### src/rtl/evt_timestamp.sv
module evt_timestamp #(
  parameter int CW  = 32,
  parameter int EW  = 8,
  parameter int DIV = 10
) (
  input  logic          clk,
  input  logic          rst_n,
  input  logic          ev_valid,
  input  logic [EW-1:0] ev_code,
  input  logic          carrier_tick,
  input  logic          stamp_trig,
  input  logic          reg_wr,
  input  logic [1:0]    reg_addr,
  input  logic [CW-1:0] reg_wdata,
  output logic [CW-1:0] reg_rdata,
  output logic          irq
);
  localparam int DW = (DIV > 1) ? $clog2(DIV) : 1;
  localparam int FW = 2*EW + 1;

  logic [EW-1:0] sync_code, adv_code;
  logic          use_tick;
  logic [DW-1:0] div;
  logic [CW-1:0] cnt, cap;
  logic          f_cap, f_sync;

  wire sync_hit = ev_valid && (ev_code == sync_code);
  wire adv_hit  = ev_valid && (ev_code == adv_code);
  wire div_wrap = carrier_tick && (div == DW'(DIV-1));
  wire advance  = use_tick ? div_wrap : adv_hit;
  wire cfg_wr   = reg_wr && (reg_addr == 2'd0);
  wire flg_wr   = reg_wr && (reg_addr == 2'd3);
  wire unused_wdata = ^reg_wdata[CW-1:FW];

  always_ff @(posedge clk) begin
    if (!rst_n) begin
      sync_code <= '0;
      adv_code  <= '0;
      use_tick  <= 1'b0;
    end else if (cfg_wr) begin
      sync_code <= reg_wdata[EW-1:0];
      adv_code  <= reg_wdata[2*EW-1:EW];
      use_tick  <= reg_wdata[2*EW];
    end
  end

  always_ff @(posedge clk) begin
    if (!rst_n || sync_hit) div <= '0;
    else if (carrier_tick)  div <= div_wrap ? '0 : div + 1'b1;
  end

  always_ff @(posedge clk) begin
    if (!rst_n || sync_hit) cnt <= '0;
    else if (advance)       cnt <= cnt + 1'b1;
  end

  always_ff @(posedge clk) begin
    if (!rst_n)          cap <= '0;
    else if (stamp_trig) cap <= cnt;
  end

  always_ff @(posedge clk) begin
    if (!rst_n) begin
      f_cap  <= 1'b0;
      f_sync <= 1'b0;
    end else begin
      f_cap  <= stamp_trig || (f_cap  && !(flg_wr && reg_wdata[0]));
      f_sync <= sync_hit   || (f_sync && !(flg_wr && reg_wdata[1]));
    end
  end

  assign irq = f_cap | f_sync;

  always_comb begin
    case (reg_addr)
      2'd0:    reg_rdata = CW'({use_tick, adv_code, sync_code});
      2'd1:    reg_rdata = cnt;
      2'd2:    reg_rdata = cap;
      default: reg_rdata = CW'({f_sync, f_cap});
    endcase
  end

  AST_SYNC_CLEARS: assert property (@(posedge clk) disable iff (!rst_n)
    (ev_valid && ev_code == sync_code) |=> (cnt == '0));
  AST_COUNT_STEP: assert property (@(posedge clk) disable iff (!rst_n)
    !(ev_valid && ev_code == sync_code) |=> (cnt == $past(cnt)) || (cnt == $past(cnt) + 1'b1));
  AST_NO_ADV_IDLE: assert property (@(posedge clk) disable iff (!rst_n)
    (!ev_valid && !carrier_tick) |=> $stable(cnt));
  AST_CAPTURE: assert property (@(posedge clk) disable iff (!rst_n)
    stamp_trig |=> (cap == $past(cnt)));
  AST_CAP_HOLD: assert property (@(posedge clk) disable iff (!rst_n)
    !stamp_trig |=> $stable(cap));
  AST_FLAG_STICKY: assert property (@(posedge clk) disable iff (!rst_n)
    (f_cap && !(reg_wr && reg_addr == 2'd3 && reg_wdata[0])) |=> f_cap);
  AST_DIV_RANGE: assert property (@(posedge clk) disable iff (!rst_n)
    div < DW'(DIV));
endmodule

### config.mk
export PLATFORM = sky130hd
export DESIGN_NAME = evt_timestamp
export DESIGN_NICKNAME = d
export VERILOG_FILES = /design/src/rtl/evt_timestamp.sv
export SDC_FILE = /design/constraint.sdc
export NUM_CORES = 1
export LEC_CHECK = 0
export CAP_MARGIN = 20
export CORE_MARGIN = 1
export CORE_UTILIZATION = 29
export CTS_CLUSTER_DIAMETER = 40
export DETAILED_ROUTE_END_ITERATION = 10
export PLACE_DENSITY = 0.59
export SYNTH_ARGS = -nofsm -noshare
export SYNTH_HDL_FRONTEND = slang
export SYNTH_SLANG_ARGS = --single-unit
### constraint.sdc
create_clock -name clk -period 2.6 [get_ports clk]
set_clock_uncertainty 0.2 [all_clocks]
set_input_delay 0.39 -clock clk [delete_from_list [all_inputs] [get_ports clk]]
set_output_delay 0.39 -clock clk [all_outputs]
set_load 0.02 [all_outputs]
==> results.ini, run 1 <==
[run_status]
status=finished, final reports clean

[sta]
setup_violations=0
drv_slew=0
rsz0062_at_grt=no
timing.final.crit_period_ns=2.51
hold_viol=0
max_slew_margin=0.591
period_share=0.967
fmax_mhz=398
worst_pin_slew_ns=0.609

[placement]
dpl-instance-area_mm2=0.00570
dp_hpwl_um=8670
place_congestion=0.791
port_buffers=65

[routing]
vias_per_cell=4.81
drt_pass1_iterations=4
routedWlPerCell_um=14.5
drt_wl_total_um=12000
detail-route-antenna-nets=0
drc=0
vias=3971
drt_iter0_drc=171

[min_path]
min_from=sync_code[1]
hp-class=flip-flop to flip-flop

[clock_tree]
clockBufferDepth=2
cts_buffers=9
cts_hold_buffers=0
insertion_delay_ns=0.34
post_cts_buffers=0
cts_tree=done
cts_htree_levels=3
numClockSinks=87
root_buffer=clkbuf_16
path_clk_slew_ns=0.06

[synthesis]
synth_area_leaders=dfxtp_1 (37%), mux2i_1 (17%), nand2_1 (8.0%)
synth_top_area_cell=dfxtp_1
synthCells=533
yosysTopAreaCellShare=0.372
ys_warn_count=0
synth_area_mm2=0.00468
avgSynthCellArea_um2=8.78
synth_nets=584
synth_cell_types=39
ys_ff_latch=87
synth-seq-area-share=0.372

[setup_path]
worstPathArrival_ns=1.92
cp.required_ns=2.01
cp-start-kind=input pin
crit_chain=clkdlybuf4s50_1 -> buf_12 -> buf_4 -> mux2i_1 -> o21ai_0 -> dlygate4sd2_1
critPathLaunch=reg_addr[1]
crit_type=input pin to output port
cpMaxStageDelayCell=clkdlybuf4s50_1
critPathCaptureType=output port
r2r_start=cnt[4]
slowest_delay_ns=0.50
worstPathMaxFanout=11

[cells_and_area]
final_area_mm2=0.00593
areaGrowthSynthToFinish_pct=26.8
final_core_util=0.375
layout_common_cells=nand2_1 (100), dfxtp_1 (87), mux2i_1 (78), nor2b_1 (35)
antennaDiodeCount=0
drive_above_1_share=0.0985
fin_nets=655
final_common_cell=nand2_1

[floorplan]
die_h_um=129
start_util=0.296
rows=46
die-area_mm2=0.0167
io-pin-count=81
coreArea_mm2=0.0158
die_x_um=129

[power]
p_per_area_mw_per_mm2=475
peakVddDrop_mv=0.265
power_w=0.00282
combPwrFrac=0.092
p_sw_frac=0.246
p_clk_frac=0.426
p_switching_w=0.000694
pwr-share-seq=0.482
p_leak_nw=2.25
p_int_w=0.00213

[grt]
antenna_found_initial=0
grt_max_degree=59
grt_pass1_vias=3985
grt_overflow=0
grt_usage=0.155
grt_pass1_wl_um=20000

[run]
drv_cap=0

[metrics by stage]
stage	TNS [ns]	std cells	hold slack (ns)	worst slack, ns
final	0	825	0.299	0.0852
after detailed placement	-4.85	809	0.292	-0.215
after CTS	0	825	0.296	0.0794
after floorplan	0	533	0.256	0.520
after global routing	0	825	0.326	0.00703
after global placement	-5.14	809	0.284	-0.224
[power by group through the flow]
stage	clock, W	sequential [W]	combinational (W)
after floorplan	0	0.00139	0.000151
after global placement	0	0.00139	0.000259
after detailed placement	0	0.00139	0.000263
after CTS	0.00123	0.00136	0.000261
after global routing	0.00129	0.00136	0.000282
final	0.00120	0.00136	0.000259
[cell families (layout without fill, tap and decap cells)]
kind of cell             after synthesis  in the layout  synth area share
flip-flops                            87             87             0.372
XOR/XNOR                              16             16            0.0299
adder cells (fa/ha/maj)                3              3           0.00802
multiplexers                          80             80             0.176
buffers and inverters                 36            112            0.0307
AND/OR/NAND/NOR                      222            222             0.253
AO/OA/AOI/OAI                         89             89             0.130
[final timing paths]
path / end / slack (ns) / depth (start not counted)
max: reg_rdata[5] / 0.09 / 6
min: sync_code[1] / 0.30 / 2
max reg2reg: cnt[22] / 0.38 / 5
min reg2reg: sync_code[1] / 0.30 / 2
[state kept, by name, indices dropped and copies added, names as in the netlist]
| signal | cells |
|---|---|
| adv_code | 8 |
| cap | 32 |
| cnt | 32 |
| div | 4 |
| f_cap | 1 |
| f_sync | 1 |
| sync_code | 8 |
| use_tick | 1 |
[cells in the mapped netlist]
master     count
a21o_1         1
nor2b_1       36
nor3_1         3
inv_1          4
a211oi_1       7
dfxtp_1       87
o21ai_0       18
mux4_2         2
nand2b_1      29
buf_2          4
a2111oi_4      1
or2_2          1
xor2_1         8
nand2_1      100
and3_1         3
nor4_4         2
nor2_1        12
ha_1           3
a21oi_1       23
clkbuf_1      23
nand4_1       12
nand3_1       13
nor4_2         2
and3b_1        1
a22oi_1        1
nand3_4        1
a22o_1        15
nor3_2         1
a211oi_2       1
nand4_4        1
nor3b_2        1
and2_1         2
xnor2_1        8
a21boi_0      21
clkbuf_2       3
nand4_2        2
mux2i_1       78
o31a_1         1
buf_1          2
[repair_timing]
action / CTS / global route
endpoints found under the setup margin: 32 / 0
gates resized for setup: 32 / 0
endpoints found under the hold margin: 0 / 0
[area by class of cell]
class,count,area (µm²)
fill,1616,9890
clock buffer,10,229
multi-input combinational,410,2800
tap,216,270
clock inverter,6,45.0
timing repair buffer,92,833
inverter,4,15.0
sequential,87,1740
[critical path: cells and delay by family]
family / cells / cell delay, ns
AO/OA/AOI/OAI: 1 / 0.20
buffers and inverters: 4 / 1.24
multiplexers: 1 / 0.09
[routing by layer]
layer,vias to the layer above,part of all wire,GRT usage
li1,1991,-,-
met1,1883,0.47,0.197
met2,79,0.47,0.260
met3,18,0.037,0.0277
met4,0,0.020,0.0616
met5,-,0,0
Note: power is estimated with default switching activity, not from simulation.
==> run 2, diff against run 1 <==
ABC_AREA = 1   (was unset)
CELL_PAD_IN_SITES_DETAIL_PLACEMENT = 1   (was unset)
CELL_PAD_IN_SITES_GLOBAL_PLACEMENT = 1   (was unset)
PLACE_DENSITY = 0.75   (was 0.59)
==> run 2 against run 1 <==
Against the previous run: clock power is 5% higher; worst hold slack worse by 0.032 ns; largest cell class unchanged; via count is 25% higher; critical path type unchanged.
==> results.ini, run 2 <==
[cells_and_area]
fin_nets=879
multi_input_area_mm2=0.00265
regArea_mm2=0.00174
final_common_cell=nand2_1
fin_cells=1049
final_core_util=0.372
layout_common_cells=nand2_1 (205), nor2_1 (139), dfxtp_1 (87), inv_1 (73), o21ai_0 (68)
drive_above_1_share=0.0840
areaGrowthSynthToFinish_pct=23.9
reg_top3=cap (32), cnt (32)
final_area_mm2=0.00597
antennaDiodeCount=0
fillCellCount=2093

[floorplan]
die_h_um=131
start_util=0.300
die-area_mm2=0.0171
die_x_um=131
rows=46
io-pin-count=81
coreArea_mm2=0.0161

[sta]
timing.final.crit_period_ns=2.52
fmax_mhz=396
worst_pin_slew_ns=1.08
tns_ns=0
max_slew_margin=0.274
rsz0062_at_grt=yes
period_share=0.971
drv_slew=0
hold_viol=0
setup_violations=0
timing.hold.ws_ns=0.267

[power]
peakVddDrop_mv=0.268
p_per_area_mw_per_mm2=501
p_leak_nw=2.42

[synthesis]
synth_nets=813
synth_area_mm2=0.00482
synth_most_common_cell=nand2_1
yosysTopAreaCellShare=0.362
synth_edf_count=0
avgSynthCellArea_um2=6.32
synthFlopType=dfxtp_1
synth-seq-area-share=0.362
yosys-top-cells-count=nand2_1 (205), nor2_1 (140), dfxtp_1 (87), inv_1 (73), o21ai_0 (68)
ys_ff_latch=87
synthCells=762
synth_area_leaders=dfxtp_1 (36%), nand2_1 (16%), nor2_1 (11%)
ys_warn_count=0
synth_cell_types=29
postSynth.asyncResetShare=0
synth_top_area_cell=dfxtp_1

[setup_path]
worstPathMaxFanout=19
cp.required_ns=2.01
cp-start-kind=input pin
worstPathArrival_ns=1.93
cpMaxStageDelayCell=clkdlybuf4s50_1
crit_chain=clkdlybuf4s50_1 -> inv_1 -> nor2_2 -> buf_6 -> nand2_1 -> o21ai_0 -> dlygate4sd2_1
crit_type=input pin to output port
critPathCaptureType=output port
slowest_delay_ns=0.53

[clock_tree]
numClockSinks=87
cts_tree=done
root_buffer=clkbuf_16
clockBufferDepth=2
cts_htree_levels=3
cts_buffers=9
insertion_delay_ns=0.35
path_clk_slew_ns=0.06

[run]
drv_cap=0

[grt]
antenna_found_initial=0
grt_pass1_wl_um=25100
grt_overflow=0
grt_pass1_vias=4836
grt_usage=0.191
grt_max_degree=51

[placement]
port_buffers=65
dpl-instance-area_mm2=0.00575
place_congestion=0.839
placed_cells=1033
dp_hpwl_um=11400

[routing]
drt_wl_total_um=15100
drt_iter0_drc=214
drc=0
routedWlPerCell_um=14.4
drt_pass1_iterations=4
detail-route-antenna-nets=0
vias_per_cell=4.74
vias=4968

[min_path]
hp-class=flip-flop to flip-flop

[run_status]
status=finished, final reports clean

-- run 2: cell count changes after synthesis, sizes merged, moves of 21 or more --
cell | previous run | this run
nand2 | 100 | 207
nand2b | 29 | 0
mux2i | 78 | 0
nand3 | 14 | 42
a21oi | 23 | 46
nor2 | 12 | 151
inv | 4 | 76
o21ai | 18 | 69
a21boi | 21 | 0
nor2b | 36 | 0
-- run 2: report_power, final --
part	switching (W)	internal, W
clock	0.000558	0.000698
sequential	0.0000269	0.00138
combinational	0.000192	0.000136
-- run 2: area by class of cell --
| class | count | area share |
|---|---|---|
| flip-flops and latches | 87 | 0.292 |
| well taps | 216 | 0.0453 |
| repair buffers | 86 | 0.124 |
| inverters | 76 | 0.0478 |
| multi-input cells | 568 | 0.444 |
| clock inverters | 3 | 0.00294 |
| clock buffers | 13 | 0.0436 |
-- run 2: kinds of logic (layout without fill, tap and decap cells) --
family          count (synthesis)  count (layout)  synth area share
simple gates                  411             411             0.350
flops                          87              87             0.362
buf+inv                       107             178            0.0889
fa+ha+maj                       3               3           0.00780
xor+xnor                       22              22            0.0400
compound gates                132             132             0.152
-- run 2: path summary, 6_finish.rpt --
kind                                  start  slack [ns]  depth (start not counted)             to
worst max-delay path            reg_addr[1]        0.08                          7  reg_rdata[19]
worst min-delay path                  f_cap        0.27                          2          f_cap
worst min register to register        f_cap        0.27                          2          f_cap
worst max register to register       div[1]        0.36                          7        cnt[31]
-- run 2: per-stage QoR --
step / total power [W] / worst slack [ns]
after floorplan: 0.00161 / 0.590
after global placement: 0.00176 / -0.245
after detailed placement: 0.00177 / -0.272
after CTS: 0.00302 / 0.0135
after global routing: 0.00312 / -0.00180
final: 0.00299 / 0.0759
-- run 2: timing repair --
item | 4_1_cts | 5_1_grt
buffers inserted | 0 | 0
endpoints found under the setup margin | 32 | 27
gates cloned | 0 | 0
gates resized for setup | 33 | 47
hold buffers | 0 | 0
-- run 2: per-layer routing --
metal / share of wire / GRT usage / wire (µm)
met1: 0.50 / 0.262 / 7540
met2: 0.46 / 0.311 / 6910
met3: 0.029 / 0.0212 / 433
met4: 0.014 / 0.0649 / 213
met5: 0 / 0 / 0
-- run 2: critical path, delay by kind of cell --
| family | cells | cell delay, ns |
|---|---|---|
| AOI/OAI and AO/OA | 1 | 0.08 |
| buffers and inverters | 4 | 1.20 |
| and+or+nand+nor | 2 | 0.25 |
